`src/rtl/rnm_pkg.sv`:
```
package rnm_pkg;
   localparam int RNM_LOG_REGS_DEF  = 32;
   localparam int RNM_PHYS_REGS_DEF = 64;

   function automatic bit rnm_is_pow2(input int v);
      return (v > 1) && ((v & (v - 1)) == 0);
   endfunction

   // Reset content of free-list slot k: the first physical register not used by the map, plus k.
   function automatic int rnm_seed_tag(input int k, input int log_regs);
      return log_regs + k;
   endfunction
endpackage

```
`src/rtl/rnm_map_table.sv`:
```
module rnm_map_table #(
   parameter int LOG_REGS  = 32,
   parameter int PHYS_REGS = 64,
   localparam int LW = $clog2(LOG_REGS),
   localparam int PW = $clog2(PHYS_REGS)
) (
   input  logic          clk,
   input  logic          rst_n,
   input  logic [LW-1:0] rd_a_idx,
   input  logic [LW-1:0] rd_b_idx,
   input  logic [LW-1:0] rd_d_idx,
   output logic [PW-1:0] rd_a_tag,
   output logic [PW-1:0] rd_b_tag,
   output logic [PW-1:0] rd_d_tag,
   input  logic          wr_en,
   input  logic [LW-1:0] wr_idx,
   input  logic [PW-1:0] wr_tag
);
   logic [PW-1:0] ent [LOG_REGS];

   for (genvar i = 0; i < LOG_REGS; i++) begin : g_ent
      if (i == 0) begin : g_zero
         assign ent[i] = '0;
      end else begin : g_reg
         logic [PW-1:0] q;
         always_ff @(posedge clk) begin
            if (!rst_n)
               q <= PW'(i);
            else if (wr_en && (wr_idx == LW'(i)))
               q <= wr_tag;
         end
         assign ent[i] = q;
      end
   end

   // Reads see the table before this cycle's write.
   assign rd_a_tag = ent[rd_a_idx];
   assign rd_b_tag = ent[rd_b_idx];
   assign rd_d_tag = ent[rd_d_idx];


   written_entry_chk: assert property (@(posedge clk) disable iff (!rst_n)
      wr_en |=> ent[$past(wr_idx)] == $past(wr_tag));

   zero_write_chk: assert property (@(posedge clk) disable iff (!rst_n)
      wr_en |-> (wr_idx != '0) && (wr_tag != '0));
endmodule

```
`src/rtl/rnm_free_fifo.sv`:
```
module rnm_free_fifo #(
   parameter int LOG_REGS  = 32,
   parameter int PHYS_REGS = 64,
   localparam int PW    = $clog2(PHYS_REGS),
   localparam int DEPTH = PHYS_REGS,
   localparam int SEEDS = PHYS_REGS - LOG_REGS,
   localparam int CW    = PW + 1
) (
   input  logic          clk,
   input  logic          rst_n,
   input  logic          pop,
   input  logic          push,
   input  logic [PW-1:0] push_tag,
   output logic [PW-1:0] head_tag,
   output logic          empty
);
   logic [PW-1:0] slot [DEPTH];
   logic [PW-1:0] rd_ptr;
   logic [PW-1:0] wr_ptr;
   logic [CW-1:0] count;

   for (genvar k = 0; k < DEPTH; k++) begin : g_slot
      logic [PW-1:0] q;
      always_ff @(posedge clk) begin
         if (!rst_n) begin
            if (k < SEEDS)
               q <= PW'(rnm_pkg::rnm_seed_tag(k, LOG_REGS));
            else
               q <= '0;
         end else if (push && (wr_ptr == PW'(k))) begin
            q <= push_tag;
         end
      end
      assign slot[k] = q;
   end

   always_ff @(posedge clk) begin
      if (!rst_n) begin
         rd_ptr <= '0;
         wr_ptr <= PW'(SEEDS);
         count  <= CW'(SEEDS);
      end else begin
         if (pop)  rd_ptr <= rd_ptr + 1'b1;
         if (push) wr_ptr <= wr_ptr + 1'b1;
         case ({push, pop})
            2'b10:   count <= count + 1'b1;
            2'b01:   count <= count - 1'b1;
            default: count <= count;
         endcase
      end
   end

   assign head_tag = slot[rd_ptr];
   assign empty    = (count == '0);


   no_overflow_chk: assert property (@(posedge clk) disable iff (!rst_n)
      push |-> count < CW'(DEPTH));

   no_underflow_chk: assert property (@(posedge clk) disable iff (!rst_n)
      pop |-> !empty);

   pop_count_chk: assert property (@(posedge clk) disable iff (!rst_n)
      (pop && !push) |=> count == $past(count) - 1'b1);

   zero_push_chk: assert property (@(posedge clk) disable iff (!rst_n)
      push |-> push_tag != '0);
endmodule

```
`src/rtl/rename_map_unit.sv`:
```
module rename_map_unit #(
   parameter int LOG_REGS  = rnm_pkg::RNM_LOG_REGS_DEF,
   parameter int PHYS_REGS = rnm_pkg::RNM_PHYS_REGS_DEF,
   localparam int LW = $clog2(LOG_REGS),
   localparam int PW = $clog2(PHYS_REGS)
) (
   input  logic          clk,
   input  logic          rst_n,
   input  logic          dec_valid,
   input  logic [LW-1:0] src_a,
   input  logic [LW-1:0] src_b,
   input  logic [LW-1:0] dst,
   input  logic          dst_we,
   input  logic          rel_valid,
   input  logic [PW-1:0] rel_tag,
   output logic [PW-1:0] src_a_tag,
   output logic [PW-1:0] src_b_tag,
   output logic [PW-1:0] dst_tag,
   output logic [PW-1:0] prev_tag,
   output logic          stall
);
   initial begin
      assert (rnm_pkg::rnm_is_pow2(LOG_REGS)) else $error("LOG_REGS must be a power of two");
      assert (rnm_pkg::rnm_is_pow2(PHYS_REGS)) else $error("PHYS_REGS must be a power of two");
      assert (PHYS_REGS > LOG_REGS) else $error("PHYS_REGS must exceed LOG_REGS");
   end

   logic          alloc_req;
   logic          fire;
   logic          fl_empty;
   logic          fl_push;
   logic [PW-1:0] fl_head;
   logic [PW-1:0] old_map;

   assign alloc_req = dec_valid && dst_we && (dst != '0);
   assign fire      = alloc_req && !fl_empty;
   assign fl_push   = rel_valid && (rel_tag != '0);

   rnm_map_table #(.LOG_REGS(LOG_REGS), .PHYS_REGS(PHYS_REGS)) i_map (
      .clk      (clk),
      .rst_n    (rst_n),
      .rd_a_idx (src_a),
      .rd_b_idx (src_b),
      .rd_d_idx (dst),
      .rd_a_tag (src_a_tag),
      .rd_b_tag (src_b_tag),
      .rd_d_tag (old_map),
      .wr_en    (fire),
      .wr_idx   (dst),
      .wr_tag   (fl_head)
   );

   rnm_free_fifo #(.LOG_REGS(LOG_REGS), .PHYS_REGS(PHYS_REGS)) i_free (
      .clk      (clk),
      .rst_n    (rst_n),
      .pop      (fire),
      .push     (fl_push),
      .push_tag (rel_tag),
      .head_tag (fl_head),
      .empty    (fl_empty)
   );

   assign dst_tag  = fire ? fl_head : '0;
   assign prev_tag = fire ? old_map : '0;
   assign stall    = alloc_req && fl_empty;


   stall_quiet_chk: assert property (@(posedge clk) disable iff (!rst_n)
      stall |-> (dst_tag == '0) && (prev_tag == '0));

   idle_no_alloc_chk: assert property (@(posedge clk) disable iff (!rst_n)
      (!dec_valid || !dst_we) |-> (dst_tag == '0) && !stall);

   self_source_chk: assert property (@(posedge clk) disable iff (!rst_n)
      (dst_tag != '0 && src_a == dst) |-> src_a_tag == prev_tag);
endmodule

```
`config.mk`:
```
export PLATFORM = sky130hd
export DESIGN_NAME = rename_map_unit
export DESIGN_NICKNAME = d
export VERILOG_FILES = /design/src/rtl/rnm_pkg.sv /design/src/rtl/rnm_map_table.sv /design/src/rtl/rnm_free_fifo.sv /design/src/rtl/rename_map_unit.sv
export SDC_FILE = /design/constraint.sdc
export NUM_CORES = 2
export LEC_CHECK = 0
export CORE_ASPECT_RATIO = 0.6
export CORE_MARGIN = 5
export CORE_UTILIZATION = 55
export DETAILED_ROUTE_END_ITERATION = 6
export GPL_ROUTABILITY_DRIVEN = 0
export PLACE_DENSITY = 0.69
export SYNTH_ARGS = -nofsm -noshare
export SYNTH_HDL_FRONTEND = slang
export SYNTH_SLANG_ARGS = --single-unit
```
`constraint.sdc`:
```
create_clock -name clk -period 9.6 [get_ports clk]
set_input_delay 0.96 -clock clk [delete_from_list [all_inputs] [get_ports clk]]
set_output_delay 0.96 -clock clk [all_outputs]
set_load 0.01 [all_outputs]
```
Word-level counts from Yosys, hierarchy flattened
Index checks and enable logic that the tools add are counted.

Bits of input ports: 26. Word-level logic and storage cells: 327. Flip-flop bits (word level): 589. Output and inout bits: 25.

Reduce and logical (&&, ||, !) cells: 106. Order comparisons: 4. Add/subtract/negate cells: 4. Eq/ne operators: 96. Bitwise logic cells: 4. Multiplexer cells: 15.

Operators by type and width (count): equality test 6 bit (second input constant) (32); logical AND 1 bit (100); equality test 6 x 5 -> 1 bit (second input constant) (16); binary-select mux 6 bit (select 5 bit) (3); equality test 5 bit (second input constant) (16); 2-to-1 mux 6 bit (10); equality test 6 x 4 -> 1 bit (second input constant) (8); equality test 5 x 4 -> 1 bit (second input constant) (8); binary-select mux 6 bit (select 6 bit) (1); equality test 6 x 3 -> 1 bit (second input constant) (4); equality test 5 x 3 -> 1 bit (second input constant) (4); >= comparator 6 bit (second input constant) (3); inverter 5 -> 6 bit (3); one-hot mux 7 bit (2 select lines) (1); adder 6 x 1 -> 6 bit (second input constant) (2); equality test 6 x 2 -> 1 bit (second input constant) (2); equality test 5 x 2 -> 1 bit (second input constant) (2); adder 7 x 1 -> 7 bit (second input constant) (1); >= comparator 7 bit (second input constant) (1); zero test 7 bit (1); inverter 6 -> 7 bit (1); subtractor 7 x 1 -> 7 bit (second input constant) (1); equality test 6 x 1 -> 1 bit (second input constant) (1); zero test 6 bit (1); other kinds (7) (7).

Logic depth before layout (Yosys ltp)
Depth after elaboration: 5. Depth in mapped cells: 17. Depth with buffers taken out: 14.

By module
Synthesis repeated with hierarchy kept, for this count alone.

Cell total of the unflattened synthesis: 3533. Area total of the unflattened synthesis: 31034.8 um^2.

Modules (own cells, without submodules): rnm_free_fifo (instances 1, area each 18886.9 um^2, cells each 2190, sequential area each 8067.7 um^2); rnm_map_table (instances 1, area each 11852.6 um^2, cells each 1307, sequential area each 3723.6 um^2); rename_map_unit (instances 1, area each 295.3 um^2, cells each 36, sequential area each 0.0 um^2).

Worst setup path before layout
Ideal clock, no wire load.

Kind: input port to flip-flop. Start point: input dst[0]. End point: register i_free.count[6]. Arrival: 4.064 ns. Buffers on the path: 3. Stages on the path: 17. Required time: 9.485 ns. Path slack: 5.421 ns. Setup time: 0.115 ns. Cell sequence: buf_2 -> or2_2 -> buf_2 -> o211ai_1 -> nand2b_1 -> inv_2 -> ha_1 -> clkbuf_1 -> xor2_1 -> ha_1 -> a21oi_1 -> o21ai_0 -> a221oi_1 -> or3_1 -> a31oi_1 -> xor2_1 -> and2_1.

Longest elaborated chain between the ends: 5. Elaborated cells on any way between the ends: 7. Those cells by class: 2 x eq/ne; 1 x mux; 4 x reduce/logical.

RTL lines: start: declaration (RTL line rename_map_unit.sv:12) `input logic [LW-1:0] dst,`; nonzero test 5 bit * (RTL line rename_map_unit.sv:35) `assign alloc_req = dec_valid && dst_we && (dst != '0);`; logical AND 1 bit * (RTL line rename_map_unit.sv:35); logical AND 1 bit * (RTL line rename_map_unit.sv:36) `assign fire = alloc_req && !fl_empty;`; via fire (RTL line rename_map_unit.sv:29) `logic fire;`; equality test 2 x 1 -> 1 bit or equality test 2 bit (tied branches) (RTL line rnm_free_fifo.sv:45) `case ({push, pop})`; one-hot mux 7 bit (2 select lines) or nonzero test 2 bit (tied branches); end signal: assignment (RTL line rnm_free_fifo.sv:46) `2'b10: count <= count + 1'b1;`; end signal: assignment (RTL line rnm_free_fifo.sv:47) `2'b01: count <= count - 1'b1;`; end signal: assignment (RTL line rnm_free_fifo.sv:48) `default: count <= count;`; end: declaration (RTL line rnm_free_fifo.sv:20) `logic [CW-1:0] count;`.

The timed path passes the listed nets; every way through them passes the cells marked *. A chain may end at the register's enable or synchronous reset.

Worst setup path in the final report
Start point: register i_free.rd_ptr[2]. End point: output dst_tag[3].

Longest elaborated chain between the ends: 5.

RTL lines: start: declaration (RTL line rnm_free_fifo.sv:18) `logic [PW-1:0] rd_ptr;`; start signal: assignment (RTL line rnm_free_fifo.sv:43) `if (pop) rd_ptr <= rd_ptr + 1'b1;`; inverter 6 -> 7 bit (not written as such) (RTL line rnm_free_fifo.sv:53) `assign head_tag = slot[rd_ptr];`; binary-select mux 6 bit (select 6 bit) (RTL line rnm_free_fifo.sv:53); 2-to-1 mux 6 bit (not written as such) (2 in series) (RTL line rnm_free_fifo.sv:53); 2-to-1 mux 6 bit (RTL line rename_map_unit.sv:63) `assign dst_tag = fire ? fl_head : '0;`; end: declaration (RTL line rename_map_unit.sv:18) `output logic [PW-1:0] dst_tag,`.

No other way between the ends. The select of a mux whose other input is x is not followed.

==> run_results.csv <==
group,metric,value,unit
sta,clock_skew,38.7,ps
synthesis,synthMuxAreaShare,27.6,%
synthesis,syn-cell-area,0.0301,sq mm
global_route,grtUsageTotal,30.5,%
power,pwr-share-comb,8.5,%
synthesis,synthAdderAreaFrac,0.332,%
sta,maxSlewViolCount,0,
place,io_buffers,50,
critical_path,startpoint_type,"flop",
route,vias_per_cell,6.64,
run,cap_violations,0,
synthesis,ys.flop_type,"dfxtp_1",
final_layout,post-route-util,59.7,%
critical_path,slowest_delay,820,ps
worst_hold_path,holdPathStages,2,
synthesis,syn_inst,2984,
global_route,antenna_found_initial,4,
clock_network,cts-root-buf,"clkbuf_16",
route,drc,0,
die,die_w,312,um
global_route,grt_start_max_net_pins,130,
synthesis,synthXorXnorAreaFrac,0.495,%
synthesis,yosysUniqueCellTypes,60,
sta,relSlewSlack,8.68,%
die,floorplan.rows,66,
critical_path,slowest_stage,"dfxtp_2",
synthesis,ys_seq_area_share,39.2,%
critical_path,required,8640,ps
clock_network,cts_tree,"yes",
critical_path,rr_worst_depth,7,
sta,rsz0062_at_grt,"no",
critical_path,rr_startpoint,"i_free.rd_ptr[2]",
power,seq_power_share,48.6,%
global_route,grt_pass1_wl,142000,um
route,firstDrtPassIters,6,
clock_network,cts_made_buffers,56,
synthesis,syn_nets,3018,
clock_network,cts_setup_buffers,0,
die,design.core.area,0.0542,sq mm
die,boundaryPins,51,
sta,fmax,166,MHz
power,powerDensity,158,mW/mm^2
power,ir_drop,0.000136,V
synthesis,synthArstFlopShare,0,%
critical_path,worstPathMaxFanout,33,
sta,post-route-period-util,62.8,%
critical_path,setup.worst_path.start,"i_free.rd_ptr[2]",
die,start_util,55.6,%
clock_network,htree_levels,2,
synthesis,yosysWarnings,0,
sta,hold_viol,0,
power,leakage,11.1,nW
place,dp_hpwl,61500,um
worst_hold_path,hp-class,"flop to flop",
route,antenna_left,0,
power,switching_power,0.00128,W
critical_path,cp_data_arrival_time,5070,ps
status,status,"completed",
sta,hold-worst-slack,466,ps
clock_network,clock_latency,620,ps
global_route,grt_pass1_vias,22300,
power,p_int,0.00382,W
sta,period_needed,6030,ps
synthesis,synth_top_family_by_area,"multiplexers",
synthesis,avgSynthCellArea,10.1,sq um
route,wl,93200,um
critical_path,cp-end-kind,"output port",
final_layout,mostFrequentLayoutCells,"586 x dfxtp_1, 385 x nand2_1, 274 x mux2i_1",
route,drt_first_iter_violations,3569,
route,wl_per_cell,25.9,um
synthesis,ys_seq_elements,589,
final_layout,final_nets,2873,
power,switching_share,25.0,%
clock_network,clk_pin_slew,70,ps
critical_path,critPathMostFrequentCell,"nor2_1",
global_route,grt_remaining_overflow,0,
clock_network,cts_sinks,589,
worst_hold_path,worstHoldStart,"i_free.g_slot[14].q[4]",
critical_path,crit_type,"flop to output port",
power,power_frac_clock,42.9,%
clock_network,cts_hold_buf,0,
final_layout,mostFrequentLayoutCell,"dfxtp_1",
synthesis,synth_edf_count,0,
die,dieArea,0.0597,sq mm
route,vias,23900,
die,die_y,191,um
final_layout,area_growth,7.44,%
clock_network,cts_resized,0,
sta,worst_slew_pin_slew,1360,ps
synthesis,yosys.area_share.simple,16.4,%
critical_path,path_cells,"buf_4 -> mux4_2 -> mux2i_1 -> nor2_1 -> a2111oi_0 -> o31a_2 -> nor2_1 -> clkdlybuf4s50_1",
final_layout,drive_gt1_share,17.2,%
clock_network,clk_path_buf_depth,3,
sta,setup-tns-final,0,ps
synthesis,synth_compound_area_share,11.5,%
sta,setup_viol,0,
## critical path: cells and delay by family (launching register included)
kind                   cells  cell delay, ps
DFF                        1             820
buffers and inverters      2            1090
muxes                      2            1020
and+or+nand+nor            2             200
AOI/OAI and AO/OA          2            1230
## path summary, 6_finish.rpt
| path | to | slack, ps |
|---|---|---|
| max | dst_tag[3] | 3570 |
| min | i_free.g_slot[14].q[4] | 470 |
| max reg2reg | i_map.g_ent[28].g_reg.q[3] | 5380 |
| min reg2reg | i_free.g_slot[14].q[4] | 470 |
## cell type report
class | instances | area [sq um]
multi-input cells | 2085 | 17000
diodes | 3 | 7.51
flip-flops and latches | 589 | 11800
well taps | 714 | 893
inverters | 5 | 21.3
fillers | 4450 | 21800
clock inverters | 15 | 119
repair buffers | 102 | 843
clock buffers | 82 | 1640
## metal layers
layer / up-vias / wire length, um / part of all wire [%] / global-route usage [%]
li1: 10500 / - / - / -
met1: 11800 / 40900 / 44 / 46.8
met2: 1361 / 36100 / 39 / 39.4
met3: 176 / 14300 / 15 / 13.3
met4: 4 / 1860 / 2.0 / 5.83
met5: - / 103 / 0.11 / 0.325
## stage by stage
stage	cell area, sq um	setup slack (ps)	instances	power [W]
after floorplan	30100	5420	2984	0.00282
after global placement	30600	4350	3495	0.00295
after detailed placement	30600	4260	3495	0.00295
after CTS	32300	3700	3592	0.00510
after global routing	32300	3490	3593	0.00524
final	32300	3570	3595	0.00510
## logic make-up (layout without fill, tap and decap cells)
family,Yosys count,count (layout)
AOI/OAI and AO/OA,528,528
xor gates and xnor gates,17,17
adders and majority gates,8,8
buffers and inverters,310,204
DFF,589,589
muxes,536,536
other,0,3
and+or+nand+nor,996,996
## cells in the mapped netlist (13+ instances only)
master / instances / area share, %
dfxtp_1: 589 / 39
nand2_1: 385 / 4.8
mux2i_1: 274 / 9.1
mux4_2: 230 / 17
nand3_1: 224 / 3.7
clkbuf_1: 167 / 2.1
nor2b_1: 151 / 3.1
a21boi_0: 136 / 3.4
o21ai_0: 130 / 2.2
a21oi_1: 90 / 1.5
nor2_1: 66 / 0.82
nor3b_1: 65 / 1.6
a31oi_1: 62 / 1.3
buf_1: 57 / 0.71
buf_2: 51 / 0.85
mux2_2: 31 / 1.2
a21oi_2: 29 / 0.84
nor3_1: 26 / 0.43
buf_4: 21 / 0.52
a22o_1: 19 / 0.55
and2_1: 17 / 0.35
nand3_2: 15 / 0.50
o22ai_1: 13 / 0.27
## power by group through the flow
| stage | clock network, W | registers [W] | logic [W] |
|---|---|---|---|
| 2_1_floorplan | 0 | 0.00252 | 0.000305 |
| 6_report | 0.00219 | 0.00248 | 0.000432 |
| 4_1_cts | 0.00221 | 0.00248 | 0.000420 |
| 3_3_place_gp | 0 | 0.00253 | 0.000415 |
| 3_5_place_dp | 0 | 0.00253 | 0.000419 |
| 5_1_grt | 0.00231 | 0.00248 | 0.000449 |
## state kept, by name (all words and copies together) (netlist names)
name,cells
i_free.g_slot.q,384
i_map.g_ent.g_reg.q,186
i_free.count,7
i_free.rd_ptr,6
i_free.wr_ptr,6
Power figures use the tool's default switching activity.
